### config.mk
export PLATFORM = sky130hd
export DESIGN_NAME = msi_pulse_frame
export DESIGN_NICKNAME = d
export VERILOG_FILES = /design/src/rtl/msi_frame_pkg.sv /design/src/rtl/msi_access_decode.sv /design/src/rtl/msi_doorbell_fire.sv /design/src/rtl/msi_read_port.sv /design/src/rtl/msi_pulse_frame.sv
export SDC_FILE = /design/constraint.sdc
export NUM_CORES = 1
export LEC_CHECK = 0
export CORE_UTILIZATION = 25
export DETAILED_ROUTE_END_ITERATION = 10
export PLACE_DENSITY = 0.59
export SETUP_SLACK_MARGIN = 0.15
export SLEW_MARGIN = 20
export SYNTH_ARGS = -nofsm -noshare
export SYNTH_HDL_FRONTEND = slang
export SYNTH_SLANG_ARGS = --single-unit
### constraint.sdc
create_clock -name clk -period 0.8 [get_ports clk]
set_input_delay 0.12 -clock clk [delete_from_list [all_inputs] [get_ports clk]]
set_output_delay 0.12 -clock clk [all_outputs]
set_load 0.02 [all_outputs]
### src/rtl/msi_frame_pkg.sv
package msi_frame_pkg;

  localparam int ADDR_W = 12;
  localparam int DATA_W = 32;
  localparam int ID_W   = 10;
  localparam int MAX_LINES = 128;
  localparam int ID_LIMIT  = 1020;
  localparam int SPI_OFFSET = 32;

  localparam logic [ADDR_W-1:0] OFF_TYPE     = 12'h008;
  localparam logic [ADDR_W-1:0] OFF_DOORBELL = 12'h040;
  localparam logic [ADDR_W-1:0] OFF_IFID     = 12'hFCC;
  localparam logic [ADDR_W-1:0] OFF_ZBLK_LO  = 12'hFD0;
  localparam logic [ADDR_W-1:0] OFF_ZBLK_HI  = 12'hFFC;

  typedef enum logic [1:0] {
    SZ_BYTE = 2'd0,
    SZ_HALF = 2'd1,
    SZ_WORD = 2'd2,
    SZ_RSVD = 2'd3
  } acc_size_e;

  localparam logic [11:0] PRODUCT_CODE = 12'h051;

  function automatic logic [DATA_W-1:0] type_word(input int first_id, input int num_lines);
    return {16'(first_id), 16'(num_lines)};
  endfunction

  function automatic logic [DATA_W-1:0] ifid_word();
    return {PRODUCT_CODE, 20'h0};
  endfunction

  function automatic logic id_in_window(input logic [ID_W-1:0] id, input int first_id,
                                        input int num_lines);
    return (int'(id) >= first_id) && (int'(id) < first_id + num_lines);
  endfunction

endpackage

### src/rtl/msi_access_decode.sv
module msi_access_decode
  import msi_frame_pkg::*;
(
  input  logic [ADDR_W-1:0] addr,
  input  logic [1:0]        size,
  input  logic              rd,
  input  logic              wr,
  output logic              rd_sel_type,
  output logic              rd_sel_ifid,
  output logic              db_fire,
  output logic              acc_err
);
  logic aligned, hit_type, hit_ifid, hit_zblk, hit_db;
  logic rd_mapped, rd_size_ok, wr_size_ok;

  always_comb begin
    aligned    = (addr[1:0] == 2'b00);
    hit_type   = aligned && (addr == OFF_TYPE);
    hit_ifid   = aligned && (addr == OFF_IFID);
    hit_zblk   = aligned && (addr >= OFF_ZBLK_LO) && (addr <= OFF_ZBLK_HI);
    hit_db     = aligned && (addr == OFF_DOORBELL);
    rd_mapped  = hit_type || hit_ifid || hit_zblk;
    rd_size_ok = (size == SZ_WORD);
    wr_size_ok = (size == SZ_WORD) || (size == SZ_HALF);

    rd_sel_type = rd && rd_size_ok && hit_type;
    rd_sel_ifid = rd && rd_size_ok && hit_ifid;
    db_fire     = wr && wr_size_ok && hit_db;
    acc_err     = (rd && !(rd_mapped && rd_size_ok)) ||
                  (wr && !(hit_db && wr_size_ok));
  end
endmodule

### src/rtl/msi_doorbell_fire.sv
module msi_doorbell_fire
  import msi_frame_pkg::*;
#(
  parameter int FIRST_ID  = 32,
  parameter int NUM_LINES = 64
) (
  input  logic                 clk,
  input  logic                 rst_n,
  input  logic                 fire,
  input  logic [ID_W-1:0]      id,
  output logic                 in_window,
  output logic [NUM_LINES-1:0] pulse_q
);
  logic [NUM_LINES-1:0] line_hit;

  assign in_window = id_in_window(id, FIRST_ID, NUM_LINES);

  for (genvar k = 0; k < NUM_LINES; k++) begin : g_line
    assign line_hit[k] = fire && (id == ID_W'(FIRST_ID + k));
    always_ff @(posedge clk or negedge rst_n) begin
      if (!rst_n) pulse_q[k] <= 1'b0;
      else        pulse_q[k] <= line_hit[k];
    end
  end
endmodule

### src/rtl/msi_read_port.sv
module msi_read_port
  import msi_frame_pkg::*;
#(
  parameter logic [DATA_W-1:0] TYPE_VALUE = '0
) (
  input  logic              clk,
  input  logic              rst_n,
  input  logic              sel_type,
  input  logic              sel_ifid,
  input  logic              err_in,
  output logic [DATA_W-1:0] rdata_q,
  output logic              err_q
);
  logic [DATA_W-1:0] rdata_d;

  always_comb begin
    rdata_d = '0;
    if (sel_type)      rdata_d = TYPE_VALUE;
    else if (sel_ifid) rdata_d = ifid_word();
  end

  always_ff @(posedge clk or negedge rst_n) begin
    if (!rst_n) begin
      rdata_q <= '0;
      err_q   <= 1'b0;
    end else begin
      rdata_q <= rdata_d;
      err_q   <= err_in;
    end
  end
endmodule

### src/rtl/msi_pulse_frame.sv
module msi_pulse_frame
  import msi_frame_pkg::*;
#(
  parameter int BASE_IRQ  = 0,
  parameter int NUM_LINES = 64
) (
  input  logic                 clk,
  input  logic                 rst_n,
  input  logic [11:0]          bus_addr,
  input  logic [1:0]           bus_size,
  input  logic                 bus_rd,
  input  logic                 bus_wr,
  input  logic [31:0]          bus_wdata,
  output logic [31:0]          bus_rdata,
  output logic                 bus_err,
  output logic [NUM_LINES-1:0] irq_pulse
);
  localparam int FIRST_ID = BASE_IRQ + SPI_OFFSET;
  localparam logic [DATA_W-1:0] TYPE_VALUE = type_word(FIRST_ID, NUM_LINES);

  if (NUM_LINES < 1 || NUM_LINES > MAX_LINES) begin : g_bad_count
    $error("msi_pulse_frame: NUM_LINES %0d outside 1..%0d", NUM_LINES, MAX_LINES);
  end
  if (BASE_IRQ < 0 || FIRST_ID + NUM_LINES > ID_LIMIT) begin : g_bad_window
    $error("msi_pulse_frame: window %0d+%0d exceeds %0d", FIRST_ID, NUM_LINES, ID_LIMIT);
  end

  logic rd_sel_type, rd_sel_ifid, db_fire, acc_err, db_in_window;
  logic unused_wdata_hi;

  assign unused_wdata_hi = ^bus_wdata[31:ID_W];

  msi_access_decode u_decode (
    .addr        (bus_addr),
    .size        (bus_size),
    .rd          (bus_rd),
    .wr          (bus_wr),
    .rd_sel_type (rd_sel_type),
    .rd_sel_ifid (rd_sel_ifid),
    .db_fire     (db_fire),
    .acc_err     (acc_err)
  );

  msi_doorbell_fire #(
    .FIRST_ID  (FIRST_ID),
    .NUM_LINES (NUM_LINES)
  ) u_fire (
    .clk       (clk),
    .rst_n     (rst_n),
    .fire      (db_fire),
    .id        (bus_wdata[ID_W-1:0]),
    .in_window (db_in_window),
    .pulse_q   (irq_pulse)
  );

  msi_read_port #(
    .TYPE_VALUE (TYPE_VALUE)
  ) u_rport (
    .clk      (clk),
    .rst_n    (rst_n),
    .sel_type (rd_sel_type),
    .sel_ifid (rd_sel_ifid),
    .err_in   (acc_err),
    .rdata_q  (bus_rdata),
    .err_q    (bus_err)
  );
endmodule

After elaboration in Yosys (flattened, before gate mapping)
Cells that the tools add are included.

storage, ports and cells
  flip-flop bits (word level) = 97
  input bits = 50
  output and inout bits = 97
  logic and storage cells = 224

cells by class
  magnitude comparators = 2
  eq/ne operators = 69
  multiplexer cells = 2
  reduce and logical (&&, ||, !) cells = 85

operators with widths
  operator                                                           count
  10-bit by 6-bit == test with 1-bit output (second input constant)  32
  10-bit by 7-bit == test with 1-bit output (second input constant)  32
  1-bit logical AND                                                  78
  27-bit two-way mux                                                 2
  12-bit == test (second input constant)                             1
  12-bit by 4-bit == test with 1-bit output (second input constant)  1
  12-bit by 7-bit == test with 1-bit output (second input constant)  1
  12-bit greater-or-equal comparator (second input constant)         1
  12-bit <= comparator (second input constant)                       1
  1-bit logical OR                                                   4
  2-bit by 1-bit == test with 1-bit output (second input constant)   1
  2-bit == test (second input constant)                              1
  1-bit logical NOT                                                  2
  2-bit logical NOT                                                  1

Longest topological paths before layout
Gate-level depths: netlist of the first run.

  word-level depth = 8
  mapped depth = 7
  depth with buffers taken out = 6

Modules after synthesis
A second synthesis of the first run with hierarchy kept.

second synthesis, totals
  cells, all modules = 231
  area total of the unflattened synthesis = 2859.0 sq um

by module, submodules not included
  module             instances  cells an instance  area each (sq um)  seq. area each (sq um)
  msi_doorbell_fire  1          170                2377.3             1601.5
  msi_read_port      1          35                 317.8              75.1
  msi_access_decode  1          26                 163.9              0.0

Least setup slack after synthesis of the first run
OpenSTA, ideal clock, no wires.

  path type = input port to flip-flop
  start = input bus_size[0]
  end = register u_fire.pulse_q[7]
  setup time = 0.073 ns
  arrival = 1.744 ns
  required time = 0.727 ns
  slack = -1.017 ns
  stages = 7
  path buffers = 1
  cell sequence = inv_1 ha_1 or3b_4 nor4b_4 nand4b_4 buf_6 nor2_1

on the way
  word-level cells in the longest chain between the ends = 5
  elaborated cells between the ends (all ways) = 6
  classes of those cells = eq/ne (2); reduce/logical (4)

RTL lines
  what                                                                       RTL line                 source
  start: declaration                                                         msi_pulse_frame.sv:10    input logic [1:0] bus_size,
  2-bit == test or 2-bit by 1-bit == test with 1-bit output (tied branches)  msi_access_decode.sv:24  wr_size_ok = (size == SZ_WORD) || (size == SZ_HALF);
  1-bit logical OR *                                                         msi_access_decode.sv:24
  1-bit logical AND * (2 in series)                                          msi_access_decode.sv:28  db_fire = wr && wr_size_ok && hit_db;
  1-bit logical AND *                                                        msi_doorbell_fire.sv:19  assign line_hit[k] = fire && (id == ID_W'(FIRST_ID + k));
  net u_fire.line_hit[7]                                                     msi_doorbell_fire.sv:14  logic [NUM_LINES-1:0] line_hit;
  end signal: indexed assignment                                             msi_doorbell_fire.sv:22  else pulse_q[k] <= line_hit[k];
  end: declaration                                                           msi_doorbell_fire.sv:12  output logic [NUM_LINES-1:0] pulse_q

Mark *: on every way through the listed nets, which the timed path passes. The rest lies on a longest branch.

Worst setup path after layout of the first run
  start = input bus_size[1]
  end = register u_fire.pulse_q[46]

The elaborated chain is that of the path after synthesis.

==> flow_metrics.tcl, run 1 <==
set metrics [dict create \
    die_area_mm2 0.0107 \
    start_kind "primary input" \
    drt-initial-drc-count 71 \
    max_freq_mhz 677 \
    cp.required_ns 1.07 \
    path_class "in2reg" \
    multi_input_area_mm2 0.00115 \
    cts_sinks 67 \
    setup_viol 136 \
    ys_warn_count 0 \
    maxCapViolCount 0 \
    status "finished, violations left" \
    p_sw_share_pct 22.6 \
    drive_gt1_share_pct 57.3 \
    crit_buf_inv 4 \
    cts_buffer_depth 2 \
    crit_chain "buf_6, ha_4, or3b_4, nor4b_4, buf_6, buf_12, nand4b_4, clkbuf_16, nor2_2" \
    synth-edff-count 0 \
    die_w_um 103 \
    grt_start_max_net_pins 40 \
    antenna_found_initial 0 \
    nets 407 \
    grt_pass1_vias 1980 \
    hold_start "bus_addr[2]" \
    place_area_mm2 0.00382 \
    coreArea_mm2 0.00986 \
    rsz0062_at_grt "true" \
    wl_per_cell_um 14.5 \
    grt_pass1_wl_um 10300 \
    hold_ws_ns 0.0164 \
    fillers 843 \
    p_leak_nw 2.15 \
    start_util_pct 26.1 \
    final_area_mm2 0.00472 \
    hp-class "in2reg" \
    violations "negative setup slack" \
    numCtsBuffers 9 \
    post_synth_and_or_nand_nor_area_fraction_pct 22.0 \
    die_h_um 103 \
    place_inst 464 \
    grt-ovfl-total 0 \
    tritoncts "built" \
    intPower_mw 5.36 \
    synth_top_area_share_pct 65.1 \
    synth.distinct_cells 27 \
    finalCritPeriodShare_pct 185 \
    path_max_fanout 8 \
    async_flop_share_pct 100 \
    synth-seq-cells 67 \
    ant_nets 0 \
    endpoint_kind "register" \
    crit_path_frequent_cell "buf_6" \
    powerDensity_mw_per_mm2 1470 \
    num_rows 36 \
    dpl.hpwl_um 4390 \
    synth_top_family_by_area "simple AND/OR/NAND/NOR gates" \
    slowest_delay_ns 0.39 \
    ir_drop_uv 698 \
    syn_area_per_cell_um2 11.8 \
    synth_area_mm2 0.00257 \
    synth_compound_gate_area_share_pct 1.26 \
    path_delay_family "simple AND/OR/NAND/NOR gates" \
    place_ws_ns -1.50 \
    period_needed_ns 1.48 \
    instances_no_fill 494 \
    vias 1991 \
    drc 0 \
    vias_per_cell 4.03 \
    ios 147 \
    synth_fa_ha_area_share_pct 0.486 \
    fin_tns_setup_ns -52.75 \
    crit_arrival_ns 1.75 \
    syn_inst 219 \
    synth-seq-area-share_pct 65.1 \
    clock_power_share_pct 41.6 \
    gp_congestion 0.777 \
    cts_root_buf "clkbuf_8" \
    firstDrtPassIters 5 \
    clk_transition_reported_paths_ns 0.07 \
    finalWorstSetupSlack_ns -0.677 \
    synthTopCellsByArea "dfrtp_1, nor2_1, buf_4" \
    h-tree-depth 3 \
    hold_viol_final 0 \
    synth_xor_area_share_pct 0 \
    ys.flop_type "dfrtp_1" \
    p_sw_mw 1.56 \
    grtUsageTotal_pct 13.5 \
    area_delta_synth_final_pct 83.2 \
    p_comb_share_pct 9.4 \
    numPortBuffers 97 \
    maxSlewViolCount 0 \
    startpoint "bus_size[1]" \
    power_frac_seq_pct 49.0 \
    muxShareOfSynthArea_pct 0 \
    n_antenna_cell 0 \
    cp_slowest_cell "or3b_4" \
    finalWirelength_um 7180 \
    final-seq-area_mm2 0.00168 \
    yosysTopAreaCell "dfrtp_1" \
]
==> metal layers <==
layer	share of wire, %	GRT usage, %
met4	1.6	6.18
met2	50	23.5
met1	42	15.8
met3	5.6	3.16
met5	0	0
==> power groups by stage <==
stage | logic [mW] | clock network, mW | registers (mW)
2_1_floorplan | 0.315 | 0 | 3.46
3_3_place_gp | 0.561 | 0 | 3.45
3_5_place_dp | 0.568 | 0 | 3.45
4_1_cts | 0.631 | 2.95 | 3.39
5_1_grt | 0.709 | 3.10 | 3.39
6_report | 0.654 | 2.88 | 3.39
==> metrics by stage <==
stage / util, % / total power [mW]
after detailed placement: 38.7 / 4.02
after floorplan: - / 3.77
final: 47.8 / 6.92
after global placement: 38.7 / 4.01
after global routing: 47.8 / 7.20
after CTS: 45.1 / 6.97
==> synthesized netlist by cell type (all sizes together) (2+ instances only) <==
| cell | instances |
|---|---|
| nand4b | 2 |
| nor2b | 7 |
| dfrtp | 67 |
| nand3 | 7 |
| nor4 | 2 |
| nor2 | 68 |
| nand2 | 11 |
| nand4 | 4 |
| buf | 35 |
| inv | 2 |
==> sequential cells by signal, summed over array words and instances, names as in the netlist <==
signal,cells
u_rport.err_q,1
u_rport.rdata_q,2
u_fire.pulse_q,64
==> logic make-up (layout without fill, tap and decap cells) <==
group | Yosys count | after routing
AOI/OAI and AO/OA | 4 | 4
adders and majority gates | 1 | 1
buffers and inverters | 37 | 152
DFF | 67 | 67
other | 1 | 27
and+or+nand+nor | 109 | 110
==> cells in the final DEF, fill, tap and decap left out, types with 10 or more instances in the layout <==
cell / instances
buf_4: 18
buf_6: 83
clkbuf_8: 12
clkdlybuf4s50_1: 12
conb_1: 27
dfrtp_1: 65
nand2_1: 10
nor2_1: 14
nor2_2: 12
nor2_4: 42
==> path summary, 6_finish.rpt <==
kind,to,slack (ns),cells past startpoint
min in group asynchronous,u_fire.pulse_q[54]$_DFF_PN0_,0.30,3
hold / removal,u_rport.rdata_q[24]$_DFF_PN0_,0.02,3
setup / recovery,u_fire.pulse_q[46]$_DFF_PN0_,-0.68,9
max in group asynchronous,u_rport.rdata_q[21]$_DFF_PN0_,0.28,3
==> what timing repair did <==
item / CTS / global route
setup buffers: 9 / 0
hold buffers: 1 / 0
hold endpoints to repair: 68 / 0
setup endpoints to repair: 137 / 137
pin swaps: 20 / 11
gates cloned: 3 / 1
gates resized for setup: 529 / 68
==> final cells by class <==
| cell class | count | share of cell area (%) |
|---|---|---|
| multi-input cells | 142 | 24.4 |
| clock buffers | 15 | 3.74 |
| flip-flops and latches | 67 | 35.6 |
| clock inverters | 1 | 0.637 |
| repair buffers | 134 | 31.8 |
| inverters | 2 | 0.265 |
| well taps | 133 | 3.53 |
(Power assumes the default switching activity.)
==> inputs of run 2 (changes only) <==
- CORE_UTILIZATION: 25 -> 34
- PLACE_DENSITY: 0.59 -> 0.76
==> run 2 against run 1 <==
Against the previous run:
- the run still ends with negative setup slack left
- setup slack got worse by 0.0020 ns
- clock power decreased by 16%
- wire length increased by 1.9%
- design area about the same
- utilization increased by 17 points
- sequential share of layout area about the same
- hold slack got worse by 0.010 ns
- non-clock buffer count increased by 2
- combinational power increased by 3.8%
- via count increased by 2.3%
- fmax decreased by 0.13%
- largest cell class unchanged
==> flow_metrics.tcl, run 2 (synthesized netlist as in run 1, its figures left out) <==
set metrics [dict create \
    status "finished, violations left" \
    violations "negative setup slack" \
    max_freq_mhz 676 \
    crit_arrival_ns 1.74 \
    fin_tns_setup_ns -53.07 \
    start_util_pct 35.3 \
    cts_root_buf "clkbuf_8" \
    period_needed_ns 1.48 \
    finalWirelength_um 7310 \
    drive_gt1_share_pct 58.2 \
    die_h_um 89.0 \
    drt-initial-drc-count 56 \
    layout_commonest_cell "buf_6" \
    firstDrtPassIters 4 \
    hold_viol_final 0 \
    ios 147 \
    crit_buf_inv 4 \
    ir_drop_uv 704 \
    crit_chain "buf_6, ha_4, or3b_4, nor4b_4, buf_6, buf_12, nand4_4, clkbuf_16, nor2_2" \
    place_area_mm2 0.00372 \
    reg_top3 "u_fire.pulse_q (64), u_rport.rdata_q (2), u_rport.err_q (1)" \
    hold_path_end "u_rport.rdata_q[24]$_DFF_PN0_" \
    numCtsBuffers 9 \
    nets 409 \
    maxCapViolCount 0 \
    dpl.hpwl_um 4190 \
    layout_common_cells "buf_6, dfrtp_1, nor2_4" \
    grt_pass1_wl_um 10500 \
    grt_pass1_vias 2074 \
    grt-ovfl-total 0 \
    gp_congestion 0.740 \
    h-tree-depth 3 \
    final-seq-area_mm2 0.00168 \
    place_inst 427 \
    p_leak_nw 2.17 \
    path_delay_family "simple AND/OR/NAND/NOR gates" \
    path_class "in2reg" \
    crit_path_frequent_cell "buf_6" \
    slowest_delay_ns 0.39 \
    setup_viol 135 \
    instances_no_fill 460 \
    n_antenna_cell 0 \
    grt_start_max_net_pins 68 \
    wl_per_cell_um 15.9 \
    hp-class "in2reg" \
    cp_slowest_cell "or3b_4" \
    hold_start "bus_addr[2]" \
    cp.required_ns 1.06 \
    antenna_found_initial 0 \
    hold_path_depth 3 \
    holdBufCountCts 1 \
    largest_reg_flops 64 \
    endpoint_kind "register" \
    die_w_um 89.0 \
    fillers 519 \
    path_max_fanout 8 \
    tritoncts "built" \
    multi_input_area_mm2 0.00118 \
    hold_ws_ns 0.00616 \
    numPortBuffers 97 \
    area_delta_synth_final_pct 83.2 \
    power_mw 6.49 \
    vias_per_cell 4.43 \
    num_rows 31 \
    drc 0 \
    ant_nets 0 \
    grtUsageTotal_pct 18.6 \
    clk_transition_reported_paths_ns 0.07 \
    maxSlewViolCount 0 \
    final_area_mm2 0.00471 \
    cts_sinks 67 \
    vias 2036 \
    rsz0062_at_grt "true" \
    die_area_mm2 0.00792 \
    start_kind "primary input" \
    cts_buffer_depth 2 \
    top_register "u_fire.pulse_q" \
    finalWorstSetupSlack_ns -0.679 \
    coreArea_mm2 0.00729 \
    powerDensity_mw_per_mm2 1380 \
    finalCritPeriodShare_pct 185 \
]
-- run 2: changes by cell type in the layout (fill, tap and decap cells not counted), moves of 2 or more --
| cell | change |
|---|---|
| nor2_2 | -4 |
| buf_16 | +2 |
| buf_6 | +3 |
| nor2_4 | +4 |
| clkbuf_1 | -2 |
-- run 2: worst max-delay path by stage --
stage / depth (start not counted) / slack, ns / to / start
finish: 9 / -0.68 / u_fire.pulse_q[48]$_DFF_PN0_ / bus_size[1]
global route: 9 / -0.74 / u_fire.pulse_q[11]$_DFF_PN0_ / bus_size[1]
CTS: 10 / -0.68 / u_fire.pulse_q[11]$_DFF_PN0_ / bus_size[0]
detailed placement: 8 / -1.56 / u_fire.pulse_q[17]$_DFF_PN0_ / bus_size[0]
global placement: 8 / -1.50 / u_fire.pulse_q[23]$_DFF_PN0_ / bus_size[0]
floorplan: 6 / -1.0 / u_fire.pulse_q[39]$_DFF_PN0_ / bus_size[1]
-- run 2: per-layer routing --
| layer | vias up | global-route usage [%] | share of wire [%] |
|---|---|---|---|
| met5 | - | 0 | 0 |
| met4 | 0 | 9.81 | 1.6 |
| met3 | 14 | 4.06 | 6.9 |
| met2 | 101 | 33.7 | 54 |
| met1 | 994 | 20.4 | 38 |
| li1 | 927 | - | - |
-- run 2: final cells by class --
class                   count  share of cell area, %
clock inverters             2                  0.265
multi-input cells         142                   25.0
clock buffers              12                   3.29
flip-flops and latches     67                   35.6
well taps                  99                   2.63
repair buffers            136                   33.0
inverters                   2                  0.265
-- run 2: timing repair --
action                                 in CTS  in global routing
setup endpoints to repair                 137                204
gates resized for setup                   547                 62
buffers inserted                           13                  0
cloned                                      3                  2
pin swaps                                  20                 10
endpoints found under the hold margin      67                  1
-- run 2: where the power goes --
group | internal [mW] | switching (mW) | leakage (nW)
logic | 0.284 | 0.395 | 1.16
registers | 3.39 | 0.000943 | 0.929
clock network | 1.25 | 1.16 | 0.0843
total | 4.93 | 1.56 | 2.17
-- run 2: through the flow --
| step | util, % | worst slack [ns] |
|---|---|---|
| after floorplan | - | -0.996 |
| final | 64.7 | -0.679 |
| after detailed placement | 51.0 | -1.56 |
| after global placement | 51.0 | -1.50 |
| after global routing | 64.7 | -0.737 |
| after CTS | 61.0 | -0.685 |
